`config.mk`:
```
export PLATFORM = sky130hd
export DESIGN_NAME = pal_lut
export DESIGN_NICKNAME = d
export VERILOG_FILES = /design/src/rtl/pal_pkg.sv /design/src/rtl/pal_store.sv /design/src/rtl/pal_linearize.sv /design/src/rtl/pal_lut.sv
export SDC_FILE = /design/constraint.sdc
export NUM_CORES = 1
export LEC_CHECK = 0
export ABC_AREA = 1
export BUFFER_PORTS_ARGS = -buffer_cell sky130_fd_sc_hd__buf_2
export CAP_MARGIN = 15
export CORE_UTILIZATION = 60
export CTS_CLUSTER_SIZE = 14
export DETAILED_ROUTE_END_ITERATION = 6
export PLACE_DENSITY_LB_ADDON = 0.3
export SYNTH_ARGS = -nofsm -noshare
export SYNTH_HDL_FRONTEND = slang
export SYNTH_SLANG_ARGS = --single-unit
```
`constraint.sdc`:
```
create_clock -name clk -period 2.5 [get_ports clk]
set_clock_uncertainty 0.05 [all_clocks]
set_input_delay 0.25 -clock clk [delete_from_list [all_inputs] [get_ports clk]]
set_output_delay 0.25 -clock clk [all_outputs]
set_load 0.1 [all_outputs]
```
`src/rtl/pal_pkg.sv`:
```
package pal_pkg;
    localparam int CH_W   = 4;
    localparam int N_CH   = 3;
    localparam int COLOR_W = CH_W * N_CH;

    typedef struct packed {
        logic [CH_W-1:0] r;
        logic [CH_W-1:0] g;
        logic [CH_W-1:0] b;
    } rgb_t;
endpackage

```
`src/rtl/pal_store.sv`:
```
module pal_store #(
    parameter int ENTRIES = 16,
    parameter int COLOR_W = 12,
    localparam int IDX_W  = $clog2(ENTRIES)
) (
    input  logic               clk,
    input  logic               rst_n,
    input  logic               we,
    input  logic [IDX_W-1:0]   widx,
    input  logic [COLOR_W-1:0] wdata,
    output logic [COLOR_W-1:0] rdata_cpu,
    input  logic [IDX_W-1:0]   ridx_pix,
    output logic [COLOR_W-1:0] rdata_pix
);
    logic [COLOR_W-1:0] mem [ENTRIES];

    for (genvar e = 0; e < ENTRIES; e++) begin : g_entry
        always_ff @(posedge clk) begin
            if (!rst_n) begin
                mem[e] <= '0;
            end else if (we && (widx == IDX_W'(e))) begin
                mem[e] <= wdata;
            end
        end

        AST_ENTRY_HOLD: assert property (@(posedge clk) disable iff (!rst_n)
            !(we && (widx == IDX_W'(e))) |=> $stable(mem[e]));
    end

    assign rdata_cpu = mem[widx];
    assign rdata_pix = mem[ridx_pix];
endmodule

```
`src/rtl/pal_linearize.sv`:
```
module pal_linearize #(
    parameter int CH_W = 4,
    parameter int N_CH = 3,
    localparam int TOT_W = CH_W * N_CH
) (
    input  logic [TOT_W-1:0] stored,
    output logic [TOT_W-1:0] linear
);
    for (genvar c = 0; c < N_CH; c++) begin : g_ch
        logic [CH_W-1:0] nib;
        assign nib = stored[c*CH_W +: CH_W];
        assign linear[c*CH_W +: CH_W] = {nib[CH_W-2:0], nib[CH_W-1]};
    end
endmodule

```
`src/rtl/pal_lut.sv`:
```
module pal_lut #(
    parameter int ENTRIES = 16,
    parameter int WORD_W  = 16,
    localparam int IDX_W  = $clog2(ENTRIES),
    localparam int CH_W   = pal_pkg::CH_W,
    localparam int COLOR_W = pal_pkg::COLOR_W,
    localparam int PAD_W  = WORD_W - COLOR_W
) (
    input  logic              clk,
    input  logic              rst_n,
    input  logic              cpu_we,
    input  logic [IDX_W-1:0]  cpu_widx,
    input  logic [WORD_W-1:0] cpu_wdata,
    output logic [WORD_W-1:0] cpu_rdata,
    input  logic [IDX_W-1:0]  pix_idx,
    output logic [CH_W-1:0]   red,
    output logic [CH_W-1:0]   green,
    output logic [CH_W-1:0]   blue
);
    import pal_pkg::*;

    logic [COLOR_W-1:0] store_cpu;
    logic [COLOR_W-1:0] store_pix;
    logic [COLOR_W-1:0] sel_raw;
    logic [COLOR_W-1:0] sel_lin;
    logic               hit;
    logic               unused_wdata_hi;
    rgb_t               rgb_q;

    assign unused_wdata_hi = ^cpu_wdata[WORD_W-1:COLOR_W];

    pal_store #(.ENTRIES(ENTRIES), .COLOR_W(COLOR_W)) u_store (
        .clk       (clk),
        .rst_n     (rst_n),
        .we        (cpu_we),
        .widx      (cpu_widx),
        .wdata     (cpu_wdata[COLOR_W-1:0]),
        .rdata_cpu (store_cpu),
        .ridx_pix  (pix_idx),
        .rdata_pix (store_pix)
    );

    assign hit     = cpu_we && (cpu_widx == pix_idx);
    assign sel_raw = hit ? cpu_wdata[COLOR_W-1:0] : store_pix;

    pal_linearize #(.CH_W(CH_W), .N_CH(N_CH)) u_lin (
        .stored (sel_raw),
        .linear (sel_lin)
    );

    always_ff @(posedge clk) begin
        if (!rst_n) begin
            rgb_q <= '0;
        end else begin
            rgb_q <= rgb_t'(sel_lin);
        end
    end

    assign red       = rgb_q.r;
    assign green     = rgb_q.g;
    assign blue      = rgb_q.b;
    assign cpu_rdata = {{PAD_W{1'b0}}, store_cpu};

    AST_RDBACK: assert property (@(posedge clk) disable iff (!rst_n)
        cpu_we |=> (cpu_widx != $past(cpu_widx)) ||
                   (cpu_rdata == {{PAD_W{1'b0}}, $past(cpu_wdata[COLOR_W-1:0])}));

    AST_BYPASS: assert property (@(posedge clk) disable iff (!rst_n)
        hit |=> !$past(rst_n) ||
                (red == {$past(cpu_wdata[3*CH_W-2:2*CH_W]), $past(cpu_wdata[3*CH_W-1])}));

    AST_LATENCY: assert property (@(posedge clk) disable iff (!rst_n)
        !hit |=> !$past(rst_n) ||
                 (blue == {$past(store_pix[CH_W-2:0]), $past(store_pix[CH_W-1])}));

    AST_UPPER_ZERO: assert property (@(posedge clk) disable iff (!rst_n)
        cpu_we |=> (cpu_rdata[WORD_W-1:COLOR_W] == '0));
endmodule

```
# Word-level counts from Yosys, hierarchy flattened
# Memories as Yosys holds them, arrays and structs flattened.
# Index checks and enable logic that the tools add are counted.
[totals]
elab_cells = 120
ramBits = 192
regBits = 12
mem_count = 1
input_bits = 27
[op_classes]
n_bitwise = 16
n_reduce_logical = 18
n_mux = 66
eq_ne = 16
[mem_list]
columns = ["memory", "depth", "width", "read_ports", "rd_ports_with_merged_regs", "write_ports", "line_no", "rtl"]
rows = [
  ["u_store.mem", 16, 12, 2, 0, 16, "pal_store.sv:15", "logic [COLOR_W-1:0] mem [ENTRIES];"],
]
[op_table]
columns = ["op", "n"]
rows = [
  ["12-bit two-way mux", 17],
  ["1-bit two-way mux", 49],
  ["4-bit == test (second input constant)", 8],
  ["1-bit logical AND", 17],
  ["4-bit by 3-bit == test with 1-bit output (second input constant)", 4],
  ["1-bit bitwise OR", 16],
  ["4-bit by 2-bit == test with 1-bit output (second input constant)", 2],
  ["4-bit by 1-bit == test with 1-bit output (second input constant)", 1],
  ["4-bit == test", 1],
  ["4-bit zero test", 1],
]

# Logic depth before layout (Yosys ltp)
[depth]
depth_word = 6
depth_mapped = 10
depth_no_buf = 9

# Cells and area by module
# A second synthesis with hierarchy kept.
[hier_totals]
hier_cells = 1756
hier_area_um2 = 12304.3
[by_module_without_submodules]
columns = ["module", "cells_each", "area_per_inst_um2", "seq_area_each_um2", "instances"]
rows = [
  ["pal_store", 1640, 11543.6, 5765.5, 1],
  ["pal_lut", 104, 670.6, 240.2, 1],
  ["pal_linearize", 12, 90.1, 0.0, 1],
]

# Worst setup path before layout
# Ideal clock, no wire load.
[synth_path]
path_kind = "in2out"
from = "in cpu_widx[1]"
to = "out cpu_rdata[10]"
arrival_ns = 1.873
path_buffers = 1
setup_slack_ns = 0.327
path_stages = 7
cell_sequence = "inv_2 > nor2_4 > inv_2 > clkbuf_1 > o22ai_1 > o21ai_0 > nand4_1"
[synth_between]
elab_chain_cells = 1
[synth_rtl]
columns = ["element", "line_no", "rtl"]
rows = [
  ["start: declaration", "pal_lut.sv:12", "input logic [IDX_W-1:0] cpu_widx,"],
  ["memory read 16 x 12 bit", "--", ""],
  ["end: declaration", "pal_lut.sv:14", "output logic [WORD_W-1:0] cpu_rdata,"],
]
# No other way between the ends.

==> results_dict.tcl <==
set metrics [dict create \
    async_flop_share_pct 0 \
    fmax_mhz 422 \
    dp_hpwl_um 22900 \
    powerDensity_nw_per_um2 699 \
    clk-insertion-delay-late_ns 0.52 \
    globalplace.congestion 1.01 \
    drt_iter0_markers 1661 \
    postCtsHoldBufs 0 \
    grt.overflow.total 0 \
    post_cts_buffers 0 \
    fillCellCount 1428 \
    worstPathArrival_ns 2.07 \
    wl_per_cell_um 21.3 \
    initial_core_util_pct 61.7 \
    drcViolationCount 14 \
    outcome "finished with violations" \
    place_area_um2 11800 \
    multi_input_area_um2 4040 \
    maxSlewHeadroom_pct 41.5 \
    viasPerCell 6.20 \
    fin_crit_ns 2.37 \
    grt_max_degree 49 \
    routed_wl_um 35200 \
    crit_required_ns 2.20 \
    core.rowCount 49 \
    leakagePower_nw 5.61 \
    portBuffers 46 \
    drtPass1Iterations 7 \
    synth_warnings 0 \
    yosysTopAreaCellShare_pct 51.6 \
    r2r_cells 8 \
    violations "DRC" \
    register_area_um2 6010 \
    ys_seq_area_share_pct 53.8 \
    holdPathStages 5 \
    post_cts_resized 0 \
    timing.setup.tns_ns 0 \
    cp-start-kind "flip-flop" \
    endpoint_kind "output port" \
    dieArea_um2 19200 \
    hold_ws_ns 0.0156 \
    first_global_vias 9361 \
    maxSlewViolCount 0 \
    rsz0062_at_grt "no" \
    cts_root_buf "clkbuf_16" \
    postRouteAntennaNets 0 \
    setup_viol 0 \
    peakVddDrop_uv 675 \
    worst_pin_slew_ns 0.877 \
    dieHeight_um 138 \
    reg2reg_to "green[2]" \
    htree_levels 1 \
    cp_max_fo 2 \
    fin_nets 1434 \
    syn_avg_cell_area_um2 8.06 \
    yosysMostFrequentCell "nand2_1" \
    antenna_found_initial 0 \
    min_to "green[0]" \
    hold_class "in2reg" \
    cts_tree "done" \
    rrSetupSlack_ns 0.91 \
    grt_usage_pct 37.0 \
    maxCapViolations 0 \
    ys.flop_type "edfxtp_1" \
    syn_area_um2 11200 \
    hold_viol 0 \
    synth_edf_count 192 \
    via_count 10235 \
    critical_path_class "reg2out" \
    min_period_over_period_pct 94.7 \
    synthTopCellsByCount "nand2_1, nor2_1, edfxtp_1" \
    grt_pass1_wl_um 52900 \
    utilization_pct 68.9 \
    synth_area_leader_cell "edfxtp_1" \
    worstHoldStart "cpu_wdata[7]" \
    stdcell_area_um2 12500 \
    diodes 0 \
    syn-instance-count 1386 \
    io_pins 55 \
    core_um2 18100 \
    clock-sinks 204 \
    synth_cell_type_count 22 \
    numCtsBuffers 22 \
    synth_seq_cells 204 \
    cts.reportedPaths.clkPinSlew_ns 0.06 \
    reg2reg_from "u_store.mem[10][5]" \
    layout-drive-gt1-share_pct 10.4 \
    die_x_um 138 \
    clockBufferDepth 3 \
    area_growth_pct 11.7 \
    synthTopCellsByArea "edfxtp_1, nand2_1, nor2_1" \
]
## flip-flops by register name (all words and copies together) (netlist names)
signal / cells
u_store.mem: 192
blue: 4
green: 4
red: 4
## layout make-up
| class | instances | area share, % |
|---|---|---|
| Clock inverter | 11 | 0.582 |
| Sequential cell | 204 | 48.2 |
| Multi-Input combinational cell | 900 | 32.4 |
| Clock buffer | 29 | 4.80 |
| Timing Repair Buffer | 91 | 6.12 |
| Tap cell | 229 | 2.30 |
| Inverter | 188 | 5.66 |
## cell families after synthesis
group	share of synthesized area, %
other	0.0336
buffers and inverters	10.2
XOR/XNOR	0.0784
flip-flops	53.8
AO/OA/AOI/OAI	7.39
AND/OR/NAND/NOR	28.5
## metrics by stage
step	setup WS (ns)	total power, mW	cells
final	0.133	8.72	1652
after global routing	0.0613	8.93	1652
after CTS	0.221	8.66	1652
after detailed placement	0.299	5.63	1612
after global placement	0.318	5.59	1612
after floorplan	0.327	5.11	1389
## placed cells by master, fill, tap and decap left out, drive strengths merged
cell and count:
a22oi 50, buf 91, bufinv 1, clkbuf 29
clkinv 11, conb 4, dfxtp 12, edfxtp 192
inv 187, nand2 315, nand3 162, nand4 12
nor2 272, o21ai 60, o22ai 24, xnor2 1
## worst max-delay path by stage
| stage | from | endpoint |
|---|---|---|
| after CTS | u_store.mem[7][1] | cpu_rdata[1] |
| after global placement | cpu_widx[0] | cpu_rdata[8] |
| final | u_store.mem[7][1] | cpu_rdata[1] |
| after global routing | u_store.mem[6][2] | cpu_rdata[2] |
| after detailed placement | cpu_widx[0] | cpu_rdata[9] |
| after floorplan | cpu_widx[1] | cpu_rdata[10] |
## per-layer routing
layer | wire length (um) | global-route usage, % | vias up | part of all wire, %
met5 | 0 | 0 | - | 0
met2 | 15600 | 57.9 | 824 | 44
met4 | 2680 | 25.1 | 0 | 7.6
met1 | 12100 | 46.6 | 4681 | 35
met3 | 4790 | 7.72 | 203 | 14
li1 | - | - | 4527 | -
## critical path: stages, from the launching register on
cell      delay (ns)
edfxtp_1        0.37
inv_1           0.09
o22ai_1         0.08
o21ai_0         0.46
nand4_1         0.28
buf_12          0.25
## power by group
group / internal, mW / switching (mW)
Sequential: 3.95 / 0.0902
Combinational: 0.403 / 1.17
Clock: 1.78 / 1.33
Total: 6.13 / 2.59
No activity file was read; power rests on OpenSTA's default activity.
